<file path="config.mk">
export PLATFORM = sky130hd
export DESIGN_NAME = e1_frame_aligner
export DESIGN_NICKNAME = d
export VERILOG_FILES = /design/src/rtl/e1fa_pkg.sv /design/src/rtl/e1fa_errcount.sv /design/src/rtl/e1fa_datapath.sv /design/src/rtl/e1fa_control.sv /design/src/rtl/e1_frame_aligner.sv
export SDC_FILE = /design/constraint.sdc
export NUM_CORES = 1
export LEC_CHECK = 0
export BUFFER_PORTS_ARGS = -buffer_cell sky130_fd_sc_hd__buf_2
export CORE_MARGIN = 2
export CORE_UTILIZATION = 53
export DETAILED_ROUTE_END_ITERATION = 16
export PLACE_DENSITY = 0.72
export SLEW_MARGIN = 10
export SYNTH_ARGS = -nofsm -noshare
export SYNTH_HDL_FRONTEND = slang
export SYNTH_SLANG_ARGS = --single-unit
</file>
<file path="constraint.sdc">
create_clock -name clk -period 2 [get_ports clk]
set_input_delay 0.1 -clock clk [delete_from_list [all_inputs] [get_ports clk]]
set_output_delay 0.1 -clock clk [all_outputs]
set_load 0.03 [all_outputs]
</file>
<file path="src/rtl/e1fa_pkg.sv">
`timescale 1ns/1ps
package e1fa_pkg;

  typedef enum logic [1:0] {
    ST_SEARCH   = 2'd0,
    ST_CONF_NFAS = 2'd1,
    ST_CONF_FAS = 2'd2,
    ST_SYNC     = 2'd3
  } e1fa_state_e;

  // control -> datapath strobes
  typedef struct packed {
    logic alignLoad;  // candidate found: the bit just taken is bit 8 of TS0
    logic inSync;
  } e1fa_ctrl_t;

  // datapath -> control status
  typedef struct packed {
    logic bitTaken;
    logic checkPoint; // bit being taken is bit 8 of TS0 at current alignment
    logic fasMatch;   // window ending with this bit equals the alignment word
    logic bit2One;    // bit 2 of TS0 in the window is 1
    logic curFas;     // frame of the bit being taken carries the alignment word
  } e1fa_stat_t;

endpackage

</file>
<file path="src/rtl/e1fa_errcount.sv">
`timescale 1ns/1ps
module e1fa_errcount #(
  parameter int LIMIT = 3,
  localparam int CNT_W = $clog2(LIMIT + 1)
) (
  input  logic             clk,
  input  logic             rstN,
  input  logic             clear,
  input  logic             evalGood,
  input  logic             evalBad,
  output logic [CNT_W-1:0] cnt,
  output logic             limitHit
);

  always_comb limitHit = evalBad && (cnt == CNT_W'(LIMIT - 1));

  always_ff @(posedge clk or negedge rstN) begin
    if (!rstN) begin
      cnt <= '0;
    end else if (clear || evalGood || limitHit) begin
      cnt <= '0;
    end else if (evalBad) begin
      cnt <= cnt + 1'b1;
    end
  end

endmodule

</file>
<file path="src/rtl/e1fa_datapath.sv">
`timescale 1ns/1ps
module e1fa_datapath
  import e1fa_pkg::*;
#(
  parameter int SLOT_BITS = 8,
  parameter int NUM_SLOTS = 32,
  parameter logic [SLOT_BITS-2:0] FAS_WORD = 7'b0011011,
  localparam int FRAME_BITS = SLOT_BITS * NUM_SLOTS,
  localparam int POS_W = $clog2(FRAME_BITS),
  localparam int FAS_LEN = SLOT_BITS - 1,
  localparam int CHECK_POS = SLOT_BITS - 1
) (
  input  logic       clk,
  input  logic       rstN,
  input  logic       bitEn,
  input  logic       rxBit,
  input  e1fa_ctrl_t ctrl,
  output e1fa_stat_t stat,
  output logic       frameStart
);

  logic [FAS_LEN-2:0] shReg;
  logic [FAS_LEN-1:0] window;
  logic [POS_W-1:0]   pos;
  logic               curFas;
  logic               posWrap;

  always_comb begin
    window          = {shReg, rxBit};
    posWrap         = (pos == POS_W'(FRAME_BITS - 1));
    stat.bitTaken   = bitEn;
    stat.checkPoint = bitEn && (pos == POS_W'(CHECK_POS - 1));
    stat.fasMatch   = (window == FAS_WORD);
    stat.bit2One    = window[FAS_LEN-1];
    stat.curFas     = curFas;
  end

  always_ff @(posedge clk or negedge rstN) begin
    if (!rstN) begin
      shReg <= '1;
    end else if (bitEn) begin
      shReg <= {shReg[FAS_LEN-3:0], rxBit};
    end
  end

  always_ff @(posedge clk or negedge rstN) begin
    if (!rstN) begin
      pos    <= '0;
      curFas <= 1'b0;
    end else if (bitEn) begin
      if (ctrl.alignLoad) begin
        pos    <= POS_W'(CHECK_POS);
        curFas <= 1'b1;
      end else if (posWrap) begin
        pos    <= '0;
        curFas <= ~curFas;
      end else begin
        pos <= pos + 1'b1;
      end
    end
  end

  always_ff @(posedge clk or negedge rstN) begin
    if (!rstN) begin
      frameStart <= 1'b0;
    end else begin
      frameStart <= bitEn && posWrap && ctrl.inSync;
    end
  end

endmodule

</file>
<file path="src/rtl/e1fa_control.sv">
`timescale 1ns/1ps
module e1fa_control
  import e1fa_pkg::*;
#(
  parameter int ERR_LIMIT = 3,
  localparam int CNT_W = $clog2(ERR_LIMIT + 1)
) (
  input  logic             clk,
  input  logic             rstN,
  input  logic             altMode,
  input  e1fa_stat_t       stat,
  output e1fa_ctrl_t       ctrl,
  output logic [CNT_W-1:0] fasErrCnt,
  output logic [CNT_W-1:0] nfasErrCnt
);

  e1fa_state_e state, stateNext;
  logic syncCheck, fasEval, nfasEval;
  logic fasGood, fasBad, nfasGood, nfasBad;
  logic fasClear, nfasClear, fasHit, nfasHit;

  always_comb begin
    syncCheck = (state == ST_SYNC) && stat.checkPoint;
    fasEval   = syncCheck && stat.curFas;
    nfasEval  = syncCheck && !stat.curFas && altMode;
    fasGood   = fasEval && stat.fasMatch;
    fasBad    = fasEval && !stat.fasMatch;
    nfasGood  = nfasEval && stat.bit2One;
    nfasBad   = nfasEval && !stat.bit2One;
    fasClear  = (state != ST_SYNC);
    nfasClear = (state != ST_SYNC) || (syncCheck && !stat.curFas && !altMode);
  end

  e1fa_errcount #(.LIMIT(ERR_LIMIT)) u_fasCnt (
    .clk(clk), .rstN(rstN), .clear(fasClear),
    .evalGood(fasGood), .evalBad(fasBad),
    .cnt(fasErrCnt), .limitHit(fasHit)
  );

  e1fa_errcount #(.LIMIT(ERR_LIMIT)) u_nfasCnt (
    .clk(clk), .rstN(rstN), .clear(nfasClear),
    .evalGood(nfasGood), .evalBad(nfasBad),
    .cnt(nfasErrCnt), .limitHit(nfasHit)
  );

  always_comb begin
    stateNext      = state;
    ctrl.alignLoad = 1'b0;
    unique case (state)
      ST_SEARCH: begin
        if (stat.bitTaken && stat.fasMatch) begin
          ctrl.alignLoad = 1'b1;
          stateNext      = ST_CONF_NFAS;
        end
      end
      ST_CONF_NFAS: begin
        if (stat.checkPoint) stateNext = stat.bit2One ? ST_CONF_FAS : ST_SEARCH;
      end
      ST_CONF_FAS: begin
        if (stat.checkPoint) stateNext = stat.fasMatch ? ST_SYNC : ST_SEARCH;
      end
      ST_SYNC: begin
        if (fasHit || nfasHit) stateNext = ST_SEARCH;
      end
      default: stateNext = ST_SEARCH;
    endcase
    ctrl.inSync = (state == ST_SYNC);
  end

  always_ff @(posedge clk or negedge rstN) begin
    if (!rstN) state <= ST_SEARCH;
    else       state <= stateNext;
  end

endmodule

</file>
<file path="src/rtl/e1_frame_aligner.sv">
`timescale 1ns/1ps
module e1_frame_aligner
  import e1fa_pkg::*;
#(
  parameter int SLOT_BITS = 8,
  parameter int NUM_SLOTS = 32,
  parameter int ERR_LIMIT = 3,
  parameter logic [SLOT_BITS-2:0] FAS_WORD = 7'b0011011
) (
  input  logic clk,
  input  logic rstN,
  input  logic bitEn,
  input  logic rxBit,
  input  logic altMode,
  output logic inSync,
  output logic lossOfSync,
  output logic frameStart,
  output logic fasFrame
);

  localparam int CNT_W = $clog2(ERR_LIMIT + 1);

  e1fa_ctrl_t       ctrl;
  e1fa_stat_t       stat;
  logic [CNT_W-1:0] fasErrCnt;
  logic [CNT_W-1:0] nfasErrCnt;

  e1fa_datapath #(
    .SLOT_BITS(SLOT_BITS), .NUM_SLOTS(NUM_SLOTS), .FAS_WORD(FAS_WORD)
  ) u_datapath (
    .clk(clk), .rstN(rstN), .bitEn(bitEn), .rxBit(rxBit),
    .ctrl(ctrl), .stat(stat), .frameStart(frameStart)
  );

  e1fa_control #(.ERR_LIMIT(ERR_LIMIT)) u_control (
    .clk(clk), .rstN(rstN), .altMode(altMode), .stat(stat),
    .ctrl(ctrl), .fasErrCnt(fasErrCnt), .nfasErrCnt(nfasErrCnt)
  );

  always_comb begin
    inSync     = ctrl.inSync;
    lossOfSync = ~ctrl.inSync;
    fasFrame   = ctrl.inSync & stat.curFas;
  end

endmodule

</file>
==> qor.csv <==
metric;value;unit
outcome;complete, no violations;
Async SR Flop Fraction;100;%
I/O pin cnt;9;
Pwr per Cell Area;1040;mW/mm^2
CP Capture Type;flop;
CP Launch Type;flop;
CTS max path bufs;2;
Hold Crit Class;in -> reg;
Syn Std Cell Area;0.00114;sq mm
R2R Path End;u_control.u_nfasCnt.cnt[0];
WS Path Type;reg -> reg;
Final Max Slew Viols;0;
num rows;16;
H-tree depth;1;
min Tclk post-route;1800;ps
final setup TNS;0;ps
Sink Count;22;
final antenna diode count;0;
Clock Skew;7.03;ps
final core utilization;63.4;%
# nets final;129;
first-pass GRT wire length;3520;um
Pre-antenna DRT Iters;4;
via/cell ratio;5.73;
Final Wtd Congestion;0.832;
clk_lat worst skew;310;ps
Area Overhead vs Synth;11.7;%
vias in the first global route;762;
EDFF count, synth;0;
Syn Nets;116;
worst r2r src;u_datapath.pos[0];
DRT antenna net count;0;
yosys warns;0;
PortBufs;8;
Die Ht;50.3;um
worst-margin pin slew;465;ps
layout cells sized above 1;27.7;%
Critical path origin;u_datapath.pos[0];
fin crit share;89.9;%
Core Footprint;0.00200;sq mm
antenna violations before repair;0;
post-DR wirelength/cell;13.5;um
Critical Path Fanout Max;10;
Setup crit end;u_control.u_nfasCnt.cnt[0];
most frequent cells in the layout;dfrtp_1, nand2_1, nor2_1, o21ai_0, buf_2;
Post-Syn Area per Cell;10.6;sq um
CTS tree;done;
Synth Flop Type;dfrtp_1;
Worst VDD drop;0.728;mV
leakage power;0.545;nW
#FFs+latches synth;22;
Synth Instances;107;
count of final setup violators;0;
initial core utilization;56.8;%
total routed wirelength;1970;um
FF-to-FF setup slack;200;ps
CTS Buf Count;3;
Worst-path clk slew;130;ps
global route overflow;0;
Tot GR Track Use;18.5;%
Hold Fails Final Rpt;0;
Vias;836;
Die X;50.3;um
Fmax;556;MHz
worst path arrival time;2030;ps
register area share after synthesis;49.1;%
maxcap violations;0;
die area;0.00253;sq mm
Slew Limit Headroom;69.0;%
RSZ-0062 raised after global routing;no;
setup bufs post-CTS;0;
Initial DRC Count;17;
drt drc;0;
most common cell after layout, fill and taps aside;dfrtp_1;
Critical Path RT;2230;ps
largest net degree at the start of global routing;23;
CTS root buf;clkbuf_4;
Yosys cell types;39;
post-detail-place hpwl;1440;um
Resized Gates After CTS;0;
worst hold path cell count;2;
Worst R2R Path Depth;6;
[cells by family after synthesis]
kind of cell               count (synthesis)  share of synthesized area (%)
muxes                                      6                           5.95
and+or+nand+nor                           46                           25.1
buffers and inverters                      6                           1.98
AOI/OAI and AO/OA                         18                           9.58
adders and majority gates                  4                           4.41
xor gates and xnor gates                   5                           3.86
DFF                                       22                           49.1
[registers in the layout, indices dropped and copies added (netlist names)]
signal / flops
u_datapath.curFas: 1
u_datapath.pos: 8
u_control.u_nfasCnt.cnt: 2
u_control.state: 2
u_control.u_fasCnt.cnt: 2
u_datapath.frameStart: 1
u_datapath.shReg: 6
[worst max-delay path: stages, from the launching register on]
cell     delay (ps)
dfrtp_1         410
inv_1           100
ha_1            150
and4b_1         270
nand2_2         130
or4_1           490
a21oi_1         170
[layout make-up]
class / count / area (sq um)
inverters: 5 / 18.8
clock inverters: 1 / 30.0
multi-input cells: 79 / 556
repair buffers: 9 / 50.0
well taps: 27 / 33.8
flip-flops and latches: 22 / 558
fillers: 168 / 733
clock buffers: 3 / 22.5
[report_power, final]
part | internal [mW] | total [mW] | switching (mW)
clock network | 0.202 | 0.341 | 0.138
logic | 0.159 | 0.308 | 0.149
registers | 0.563 | 0.672 | 0.110
total | 0.924 | 1.32 | 0.397
[layer usage]
metal  GRT usage [%]  wire length (um)
met5               0                 0
met3            3.57                77
met1            26.6               955
met2            27.4               910
met4            7.21                29
[cell usage after synthesis, types with 2 or more instances]
master | n | share of area [%]
dfrtp_1 | 16 | 35
nand2_1 | 9 | 3.0
nor2_1 | 8 | 2.6
o21ai_0 | 8 | 3.5
dfstp_2 | 6 | 14
mux2_2 | 6 | 5.9
inv_1 | 5 | 1.7
a21oi_1 | 4 | 1.8
ha_1 | 4 | 4.4
nand3_1 | 3 | 1.3
or4_1 | 3 | 2.0
xnor2_1 | 3 | 2.3
and3_1 | 2 | 1.1
nand4_1 | 2 | 1.1
nor3_1 | 2 | 0.88
or3_2 | 2 | 1.3
xor2_1 | 2 | 1.5
[what timing repair did]
action | in CTS | in global routing
endpoints found under the hold margin | 16 | 0
endpoints found under the setup margin | 0 | 0
hold buffers | 1 | 0
[worst min path at each step]
stage	startpoint	to
final	rxBit	u_datapath.shReg[0]
after global routing	rxBit	u_datapath.shReg[0]
after CTS	rxBit	u_datapath.shReg[0]
after detailed placement	rstN	u_datapath.frameStart
after global placement	rstN	u_datapath.frameStart
after floorplan	rstN	u_control.state[0]
[stage by stage]
step | worst slack [ps] | instance area (sq um) | instances | hold WS, ps | power, mW
3_5_place_dp | 219 | 1210 | 141 | 89.4 | 0.988
6_report | 201 | 1270 | 146 | 40.2 | 1.32
2_1_floorplan | 311 | 1140 | 107 | -196 | 0.905
4_1_cts | 190 | 1270 | 146 | 25.9 | 1.33
5_1_grt | 68.8 | 1270 | 146 | 28.2 | 1.42
3_3_place_gp | 249 | 1210 | 141 | 88.0 | 0.976
Power figures use the tool's default switching activity.
